`config.mk`:
```
export PLATFORM = sky130hd
export DESIGN_NAME = rxmsg_fifo
export DESIGN_NICKNAME = d
export VERILOG_FILES = /design/src/rtl/rxmsg_pkg.sv /design/src/rtl/rxmsg_stat_fmt.sv /design/src/rtl/rxmsg_store.sv /design/src/rtl/rxmsg_fifo.sv
export SDC_FILE = /design/constraint.sdc
export NUM_CORES = 1
export LEC_CHECK = 0
export CORE_UTILIZATION = 62
export DETAILED_ROUTE_END_ITERATION = 16
export GPL_TIMING_DRIVEN = 0
export PLACE_DENSITY = 0.91
export SYNTH_ARGS = -nofsm -noshare
export SYNTH_HDL_FRONTEND = slang
export SYNTH_SLANG_ARGS = --single-unit
export TNS_END_PERCENT = 30
```
`constraint.sdc`:
```
create_clock -name clk -period 5.9 [get_ports clk]
set_input_delay 0.885 -clock clk [delete_from_list [all_inputs] [get_ports clk]]
set_output_delay 0.885 -clock clk [all_outputs]
set_load 0.01 [all_outputs]
```
`src/rtl/rxmsg_pkg.sv`:
```
package rxmsg_pkg;

    // Outcome codes carried in bits 4:0 of the trailing status byte.
    typedef enum logic [4:0] {
        ST_GOOD   = 5'b00000,
        ST_BADCRC = 5'b00001,
        ST_FLAG   = 5'b00010,
        ST_OVF    = 5'b00011,
        ST_ABORT  = 5'b00100
    } stat_code_e;

endpackage

```
`src/rtl/rxmsg_stat_fmt.sv`:
```
module rxmsg_stat_fmt
    import rxmsg_pkg::*;
(
    input  logic [1:0]  mode_i,
    input  stat_code_e  code_i,
    output logic [7:0]  stat_o
);
    // Bit 5 is reserved and always zero.
    assign stat_o = {mode_i, 1'b0, code_i};
endmodule

```
`src/rtl/rxmsg_store.sv`:
```
module rxmsg_store #(
    parameter int DEPTH = 64,
    parameter int DW    = 8,
    localparam int AW   = $clog2(DEPTH)
) (
    input  logic          clk,
    input  logic          we_i,
    input  logic [AW-1:0] waddr_i,
    input  logic [DW-1:0] wdata_i,
    input  logic [AW-1:0] raddr_i,
    output logic [DW-1:0] rdata_o
);
    logic [DW-1:0] mem_q [DEPTH];

    always_ff @(posedge clk) begin
        if (we_i) mem_q[waddr_i] <= wdata_i;
    end

    assign rdata_o = mem_q[raddr_i];
endmodule

```
`src/rtl/rxmsg_fifo.sv`:
```
module rxmsg_fifo
    import rxmsg_pkg::*;
#(
    parameter int DEPTH   = 64,
    parameter int THR_MIN = 4,
    localparam int AW     = $clog2(DEPTH),
    localparam int FW     = AW + 1
) (
    input  logic          clk,
    input  logic          rst_n,
    input  logic [1:0]    smode_i,
    input  logic [1:0]    thr_sel_i,
    input  logic          rx_valid_i,
    input  logic [7:0]    rx_byte_i,
    input  logic          rx_end_i,
    input  logic          rx_crc_ok_i,
    input  logic          rx_abort_i,
    input  logic          rd_en_i,
    output logic [7:0]    rd_data_o,
    input  logic          ack_i,
    output logic [FW-1:0] fill_o,
    output logic          irq_pool_o,
    output logic          irq_end_o,
    output logic          dma_req_o,
    output logic          dma_end_o
);
    localparam logic [FW-1:0] DATA_MAX = FW'(DEPTH - 1);

    typedef struct packed {
        logic [AW-1:0] wr_ptr;
        logic [AW-1:0] rd_ptr;
        logic [FW-1:0] fill;
        logic [FW-1:0] rd_cnt;
        logic          ovf;
        logic          end_pend;
        logic          pool;
        logic          dma_req;
        logic          dma_end;
    } state_t;

    state_t        q, d;
    stat_code_e    code;
    logic [7:0]    stat_byte;
    logic [7:0]    wdata;
    logic          we;
    logic          close;
    logic          pop;
    logic [FW-1:0] thr;

    assign thr = FW'(THR_MIN) << thr_sel_i;

    // Outcome of the frame being closed this cycle.
    always_comb begin
        if (rx_abort_i)       code = ST_ABORT;
        else if (q.ovf)       code = ST_OVF;
        else if (rx_crc_ok_i) code = ST_GOOD;
        else                  code = ST_BADCRC;
    end

    rxmsg_stat_fmt u_fmt (
        .mode_i (smode_i),
        .code_i (code),
        .stat_o (stat_byte)
    );

    always_comb begin
        d         = q;
        d.dma_req = 1'b0;
        d.dma_end = 1'b0;
        we        = 1'b0;
        close     = 1'b0;

        // Receiver side: abort beats end beats data; all held off while pending.
        if (!q.end_pend) begin
            if (rx_abort_i || rx_end_i) begin
                we    = 1'b1;
                close = 1'b1;
            end else if (rx_valid_i) begin
                if (q.ovf || q.fill >= DATA_MAX) d.ovf = 1'b1;
                else                              we    = 1'b1;
            end
        end
        wdata = close ? stat_byte : rx_byte_i;

        pop = rd_en_i && (q.fill != '0) && !(ack_i && q.end_pend);

        if (we)  d.wr_ptr = q.wr_ptr + 1'b1;
        if (pop) d.rd_ptr = q.rd_ptr + 1'b1;
        d.fill = q.fill + FW'(we) - FW'(pop);

        // Block-ready interrupt and data-request strobe.
        if (close) begin
            d.ovf      = 1'b0;
            d.end_pend = 1'b1;
            d.dma_end  = 1'b1;
            d.pool     = 1'b0;
            d.rd_cnt   = '0;
        end else if (q.pool) begin
            if (pop) begin
                if (q.rd_cnt + 1'b1 == thr) begin
                    d.pool   = 1'b0;
                    d.rd_cnt = '0;
                end else begin
                    d.rd_cnt = q.rd_cnt + 1'b1;
                end
            end
        end else if (!q.end_pend && d.fill >= thr) begin
            d.pool    = 1'b1;
            d.dma_req = 1'b1;
        end

        // Release of the completed message.
        if (ack_i && q.end_pend) begin
            d.end_pend = 1'b0;
            d.rd_ptr   = q.wr_ptr;
            d.fill     = '0;
        end
    end

    always_ff @(posedge clk or negedge rst_n) begin
        if (!rst_n) q <= '0;
        else        q <= d;
    end

    rxmsg_store #(.DEPTH(DEPTH), .DW(8)) u_store (
        .clk     (clk),
        .we_i    (we),
        .waddr_i (q.wr_ptr),
        .wdata_i (wdata),
        .raddr_i (q.rd_ptr),
        .rdata_o (rd_data_o)
    );

    assign fill_o     = q.fill;
    assign irq_pool_o = q.pool;
    assign irq_end_o  = q.end_pend;
    assign dma_req_o  = q.dma_req;
    assign dma_end_o  = q.dma_end;
endmodule

```
[Yosys cells after proc, flatten, opt, wreduce, memory -nomap -nowiden]
Memories as Yosys holds them, arrays and structs flattened.
Index checks and enable logic that the tools add are counted.
Storage, ports and cells
  register bits after elaboration: 31
  RAM bits: 512
  memories: 1
  output and inout bits: 19
  input port bits: 20
Memories
  u_store.mem_q: depth 64, bits a word 8, read ports 1, clocked after memory_dff 0, write ports 1, line rxmsg_store.sv:13  | logic [DW-1:0] mem_q [DEPTH];
Operators by class
  order comparisons: 2
  multiplexer cells: 32
  shift operators: 1
  add/sub/neg operators: 5
  reduce and logical (&&, ||, !) cells: 17
  equal/unequal tests: 3
Operators with widths (number)
  two-way mux 7 bit: 4
  two-way mux 1 bit: 21
  two-way mux 13 bit: 1
  adder 6 x 1 -> 6 bit, second input constant: 2
  nonzero test 2 bit: 6
  two-way mux 8 bit: 1
  adder 7 x 1 -> 7 bit: 1
  adder 7 x 1 -> 7 bit, second input constant: 1
  equality test 7 bit: 1
  >= comparator 7 x 6 -> 1 bit, second input constant: 1
  >= comparator 7 bit: 1
  nonzero test 7 bit: 1
  left shift 3 x 2 -> 7 bit, first input constant: 1
  subtractor 7 x 1 -> 7 bit: 1
  two-way mux 2 bit: 3
  two-way mux 6 bit: 1
  two-way mux 5 bit: 1
  logical AND 1 bit: 4
  AND reduction 4 bit: 1
  logical NOT 1 bit: 2
  logical OR 1 bit: 2
  inequality test 2 x 1 -> 1 bit, second input constant: 1
  inequality test 2 bit, second input constant: 1
  AND reduction 2 bit: 1

[Longest topological paths before layout]
Gate-level depths: netlist of the first run.
  word-level depth: 13
  depth in mapped cells: 20
  gate-level depth less buffers: 19

[Hierarchy]
Synthesis of the first run repeated with hierarchy kept, for this count alone.
Unflattened totals
  cells, all modules: 1192
  area total of the unflattened synthesis: 22268.9 sq um
By module, submodules not included
  rxmsg_store: sequential area each 15374.7 sq um, instances 1, area each 20006.7 sq um, cells an instance 932
  rxmsg_fifo: sequential area each 775.7 sq um, instances 1, area each 2198.4 sq um, cells an instance 251
  rxmsg_stat_fmt: sequential area each 0.0 sq um, instances 1, area each 63.8 sq um, cells an instance 9

[Worst setup path before layout of the first run]
No wires, ideal clock.
  path kind: input to register
  start: input rx_end_i
  end: memory u_store.mem_q[0][1], data pin
  path slack: 0.969 ns
  stages on the path: 5
  data arrival time: 4.209 ns
  path through: nor2_1 -> or2_2 -> clkbuf_1 -> clkbuf_1 -> o31ai_1
Between the ends
  word-level cells in the longest chain between the ends: 4
Ends and longest elaborated chain
  start: declaration: line rxmsg_fifo.sv:15  | input logic rx_end_i,
  logical OR 1 bit: line rxmsg_fifo.sv:75  | if (rx_abort_i || rx_end_i) begin
  two-way mux 1 bit: line rxmsg_fifo.sv:75
  two-way mux 1 bit: line rxmsg_fifo.sv:74  | if (!q.end_pend) begin
  two-way mux 8 bit: line rxmsg_fifo.sv:83  | wdata = close ? stat_byte : rx_byte_i;
  named net u_store.wdata_i[1]: line rxmsg_store.sv:9  | input logic [DW-1:0] wdata_i,
  end: declaration: line rxmsg_store.sv:13
The timed path passes the listed nets, and every way through them passes these cells.

[Worst setup path after layout of the first run]
  start: register q[20] in the netlist's numbering
  end: output rd_data_o[5]
Between the ends
  word-level cells in the longest chain between the ends: 1
Ends and longest elaborated chain
  start: declaration: line rxmsg_fifo.sv:41  | state_t q, d;
  start signal: assignment: line rxmsg_fifo.sv:121  | if (!rst_n) q <= '0;
  start signal: assignment: line rxmsg_fifo.sv:122  | else q <= d;
  memory (64 x 8 bit)
  end: declaration: line rxmsg_fifo.sv:19  | output logic [7:0] rd_data_o,
No other way between the ends.

==> impl_metrics.csv, run 1 <==
group,metric,value,unit
status,status,"completed",
finish,fin_cells,1823,
clock_network,htreeDepth,2,
floorplanning,io_pins,39,
yosys,synth_area_per_cell,18.3,sq um
min_path,hp-class,"in2async",
yosys,synthFlopType,"edfxtp_1",
placed_design,gp_congestion,0.957,
sta,slew_viol_final,0,
sta,relSlewSlack,31.6,%
sta,rsz0062_at_grt,"false",
yosys,synth_edf_count,512,
yosys,synthArstFlopShare,5.71,%
grt,grt.total_usage,32.5,%
yosys,synth_nets,1263,
route,ant_nets,0,
yosys,synth_top_cell_area_share,68.9,%
sta,fin_crit,5540,ps
clock_network,cts_tree,"built",
yosys,synth_area_leaders,"edfxtp_1 69%, mux4_2 10%, dfrtp_1 3.5%",
sta,finalSetupViolations,0,
floorplanning,start_util,62.9,%
yosys,synth_area,22300,sq um
floorplanning,die_area,36800,sq um
power_and_ir_drop,leakagePower,8.27,nW
power_and_ir_drop,power.density,485,nW/um^2
route,vias,13039,
worst_setup_path,cp-start-kind,"register",
worst_setup_path,required,5020,ps
power_and_ir_drop,power,12.2,mW
worst_setup_path,worst_setup_path_end_kind,"output pin",
route,drc,0,
worst_setup_path,criticalPathCategory,"reg2out",
power_and_ir_drop,irDropWorstVdd,0.302,mV
yosys,yosysTopAreaCell,"edfxtp_1",
grt,grt_pass1_vias,12930,
clock_network,cts_inserted_buffers,50,
grt,overflow,0,
clock_network,cts_resized,0,
finish,syn2layout_area_growth,12.7,%
grt,grt_pass1_wl,83.8,mm
clock_network,path_clk_slew,60,ps
placed_design,dpl.cell_count,1729,
floorplanning,die_height,192,um
yosys,ys_types,74,
floorplanning,coreArea,35500,sq um
route,drt-initial-drc-count,2191,
finish,final_util,70.9,%
finish,n_antenna_cell,0,
sta,finalHoldViolations,0,
yosys,yosysWarnings,0,
yosys,yosysMostFrequentCell,"edfxtp_1",
clock_network,cts_setup_buffers,0,
placed_design,dpl.hpwl,37.1,mm
clock_network,cts_sinks,543,
worst_setup_path,worst-path-max-fanout,10,
route,wire_per_inst,31.9,um
sta,timing.fmax,180,MHz
floorplanning,row_count,69,
worst_setup_path,cp.arrival,4660,ps
job,maxCapViolCount,0,
sta,tightest_slew,1020,ps
clock_network,cts_root_buf,"clkbuf_16",
yosys,yosysSeqAreaShare,72.4,%
finish,drive_gt1_share,18.4,%
route,wirelength,58.1,mm
yosys,synth_common_cells,"512 x edfxtp_1, 102 x mux4_2, 100 x nor2_1",
yosys,syn_inst,1221,
route,drt_pass1_iterations,7,
clock_network,worstSkewPairLatency,600,ps
clock_network,ctsLongestPathBuffers,3,
placed_design,port_buffers,38,
yosys,synth-seq-cells,543,
floorplanning,die_x,192,um
finish,fin_nets,1362,
grt,grt_max_degree,53,
route,avgViaCountPerCell,7.15,
grt,antenna_found_initial,0,
sta,fin_skew,41.8,ps
sta,finalCritPeriodShare,93.9,%
clock_network,cts_hold_repair.buffers,0,
## cell families after synthesis
| group | count (synthesis) | share of synthesized area (%) |
|---|---|---|
| DFF | 543 | 72.4 |
| buffers and inverters | 91 | 2.51 |
| and+or+nand+nor | 245 | 5.25 |
| AOI/OAI and AO/OA | 130 | 4.48 |
| adders and majority gates | 22 | 1.27 |
| muxes | 171 | 13.4 |
| xor gates and xnor gates | 19 | 0.746 |
## worst max-delay path: stages, from the launching register on
cell and delay (ps):
dfrtp_1 350, buf_2 260, buf_2 380, buf_2 490, clkbuf_1 620, nor2_1 130
nor2_1 430, o22ai_1 170, nor3_1 580, clkdlybuf4s50_1 660
## power by group
part	internal, mW	switching [mW]	leakage (nW)
sequential	4.46	0.112	5.03
clock	1.87	1.41	0.788
combinational	1.73	2.62	2.45
total	8.06	4.14	8.27
## path summary, 6_finish.rpt
| kind | from | endpoint | slack [ps] | cells past startpoint |
|---|---|---|---|---|
| worst max-delay path | q[20] | rd_data_o[5] | 360 | 9 |
| worst min-delay path | rst_n | q[21] | 390 | 1 |
| worst max register to register | fill_o[6] | irq_pool_o | 1110 | 17 |
| worst min register to register | q[6] | q[6] | 600 | 2 |
| max in group asynchronous | rst_n | dma_req_o | 5000 | 1 |
| min in group clk | q[6] | q[6] | 600 | 2 |
## layout make-up
| type | count | area [sq um] |
|---|---|---|
| Fill cell | 1972 | 10300 |
| Buffer | 71 | 484 |
| Inverter | 20 | 75.1 |
| Timing Repair Buffer | 47 | 581 |
| Sequential cell | 543 | 16200 |
| Clock inverter | 34 | 364 |
| Tap cell | 461 | 577 |
| Multi-Input combinational cell | 587 | 5640 |
| Clock buffer | 60 | 1290 |
## state kept, by name, indices dropped and copies added, names as in the netlist
| signal | count |
|---|---|
| dma_end_o | 1 |
| dma_req_o | 1 |
| fill_o | 7 |
| irq_end_o | 1 |
| irq_pool_o | 1 |
| q | 20 |
| u_store.mem_q | 512 |
## layer usage
layer  routed length [um]  vias to the layer above  GRT usage (%)
met4                 3510                        0           16.5
met2                27300                     1245           51.3
li1                     -                     5085              -
met5                    0                        -              0
met1                19500                     6443           42.3
met3                 7830                      266           8.28
## stage by stage
step           hold slack [ps]  cell area, sq um  TNS, ps  worst slack (ps)
2_1_floorplan              539             22300        0               969
3_3_place_gp               568             23300  -165650             -2590
3_5_place_dp               592             23500        0               760
4_1_cts                    406             25200        0               738
5_1_grt                    440             25200        0               493
6_report                   393             25200        0               357
## layout by cell type, fill, tap and decap left out, drive strengths merged, types with 3 or more instances in the layout
cell type,n
clkinv,20
nor2b,8
o22ai,15
clkinvlp,5
and3,5
nor3,8
nand2b,6
xor2,6
o41ai,4
nand3,19
ha,21
xnor2,13
nand4b,3
o221ai,12
edfxtp,512
a211o,6
a22o,5
nand3b,8
a31oi,4
bufinv,7
o31ai,3
a211oi,16
a21oi,18
or3,6
inv,22
mux4,102
nand2,51
buf,61
mux2i,67
a22oi,4
a32oi,4
a221oi,4
nor2,100
o21ai,11
clkdlybuf4s50,37
and2,15
clkbuf,80
dfrtp,31
nand4,3
Power figures use the tool's default switching activity.
==> run 2: changes to the inputs <==
--- a/config.mk
+++ b/config.mk
@@ -5,10 +5,9 @@
 export SDC_FILE = /design/constraint.sdc
 export NUM_CORES = 1
 export LEC_CHECK = 0
-export CORE_UTILIZATION = 62
+export CORE_UTILIZATION = 61
 export DETAILED_ROUTE_END_ITERATION = 16
-export GPL_TIMING_DRIVEN = 0
-export PLACE_DENSITY = 0.91
+export PLACE_DENSITY = 0.9
 export SYNTH_ARGS = -nofsm -noshare
 export SYNTH_HDL_FRONTEND = slang
 export SYNTH_SLANG_ARGS = --single-unit
==> impl_metrics.csv, run 2 (same netlist as run 1, synthesis figures left out) <==
group,metric,value,unit
status,status,"completed",
worst_setup_path,required,5020,ps
sta,finalHoldViolations,0,
placed_design,dpl.hpwl,30.8,mm
power_and_ir_drop,power.density,477,nW/um^2
floorplanning,row_count,69,
grt,overflow,0,
sta,fin_crit,5330,ps
finish,drive_gt1_share,16.9,%
floorplanning,coreArea,35800,sq um
clock_network,htreeDepth,2,
power_and_ir_drop,leakagePower,8.03,nW
floorplanning,die_area,37400,sq um
floorplanning,io_pins,39,
placed_design,gp_congestion,0.896,
finish,most-common-layout-cells,"512 x edfxtp_1, 102 x mux4_2, 100 x nor2_1",
route,wire_per_inst,30.1,um
sta,fin_setup_tns,0,ps
route,vias,12324,
floorplanning,die_height,193,um
clock_network,cts_resized,0,
worst_setup_path,criticalPathCategory,"reg2out",
sta,slew_viol_final,0,
clock_network,cts_hold_repair.buffers,0,
sta,rsz0062_at_grt,"false",
route,ant_nets,0,
clock_network,ctsLongestPathBuffers,3,
finish,fin_cells,1762,
route,drc,0,
clock_network,cts_inserted_buffers,52,
job,maxCapViolCount,0,
clock_network,worstSkewPairLatency,590,ps
finish,largest-register,"u_store.mem_q",
clock_network,cts_sinks,543,
power_and_ir_drop,irDropWorstVdd,0.264,mV
clock_network,cts_setup_buffers,0,
finish,fin_nets,1300,
route,drt-initial-drc-count,1649,
grt,grt_pass1_vias,12444,
sta,tightest_slew,1350,ps
floorplanning,start_util,62.3,%
min_path,hp-class,"reg2reg",
route,wirelength,53.1,mm
grt,grt_max_degree,65,
sta,timing.fmax,188,MHz
clock_network,cts_tree,"built",
finish,n_antenna_cell,0,
placed_design,port_buffers,38,
clock_network,path_clk_slew,60,ps
grt,grt.total_usage,28.9,%
floorplanning,die_x,193,um
grt,antenna_found_initial,1,
route,avgViaCountPerCell,6.99,
finish,nFillCells,2006,
sta,finalCritPeriodShare,90.3,%
placed_design,dpl.cell_count,1665,
worst_setup_path,cp-start-kind,"register",
finish,largest_register_ffs,512,
route,drt_pass1_iterations,6,
finish,syn2layout_area_growth,10.5,%
worst_setup_path,worst_setup_path_end_kind,"output pin",
sta,finalSetupViolations,0,
sta,relSlewSlack,9.99,%
grt,grt_pass1_wl,79.4,mm
worst_setup_path,cp.arrival,4440,ps
sta,fin_skew,22.7,ps
finish,final_common_cell,"edfxtp_1",
clock_network,cts_root_buf,"clkbuf_16",
worst_setup_path,worst-path-max-fanout,56,
[run 2: cell count changes in the layout (fill, tap and decap cells not counted), moves of 3 or more]
cell	before	now
buf_4	12	15
clkinvlp_4	5	2
clkinv_2	5	11
buf_2	21	0
clkbuf_1	30	8
buf_1	4	0
buf_16	4	0
buf_12	8	1
buf_6	11	0
dfrtp_1	31	28
[run 2: power by group]
| part | total [mW] | internal [mW] | switching (mW) | leakage (nW) |
|---|---|---|---|---|
| clock network | 3.35 | 1.91 | 1.44 | 0.837 |
| registers | 4.88 | 4.46 | 0.419 | 5.02 |
| logic | 3.53 | 1.53 | 2.00 | 2.16 |
| total | 11.8 | 7.90 | 3.86 | 8.03 |
[run 2: final cells by class]
class | instances | area (sq um) | share of cell area, %
Sequential cell | 543 | 16200 | 65.5
Tap cell | 461 | 577 | 2.34
Timing Repair Buffer | 54 | 513 | 2.08
Multi-Input combinational cell | 587 | 5640 | 22.9
Clock inverter | 36 | 363 | 1.47
Clock buffer | 61 | 1350 | 5.45
Inverter | 20 | 75.1 | 0.304
[run 2: routing by layer]
layer	track usage [%]	vias up	part of all wire, %	routed length, um
met1	38.5	6163	36	19000
met2	47.3	992	49	25800
met5	0	-	0.024	13
met4	13.4	2	5.1	2730
met3	5.00	199	10	5510
li1	-	4968	-	-
[run 2: path summary, 6_finish.rpt]
check / from / endpoint / slack, ps / depth (start not counted)
min reg2reg: q[11] / q[11] / 600 / 2
min in group asynchronous: rst_n / q[5] / 720 / 2
max reg2reg: fill_o[6] / irq_pool_o / 1250 / 16
min: q[11] / q[11] / 600 / 2
max in group asynchronous: rst_n / q[19] / 4850 / 2
max: q[19] / rd_data_o[6] / 570 / 7
[run 2: stage by stage]
step                      util [%]  cell area, sq um  power [mW]  setup slack (ps)  hold slack [ps]
after floorplan                  -             22300        7.26               969              539
after global placement        64.1             23000        8.18               938              574
after detailed placement      64.1             23000        8.34               893              588
after CTS                     68.9             24700        11.7               633              597
after global routing          68.9             24700        12.1               429              650
final                         68.9             24700        11.8               575              599
[run 2: critical path, stage by stage (launching register included)]
cell and delay (ps):
dfrtp_4 1180, buf_12 330, mux4_2 540, a22o_1 280, a221oi_1 420, a221o_1 390, o41ai_1 140, clkdlybuf4s50_1 540
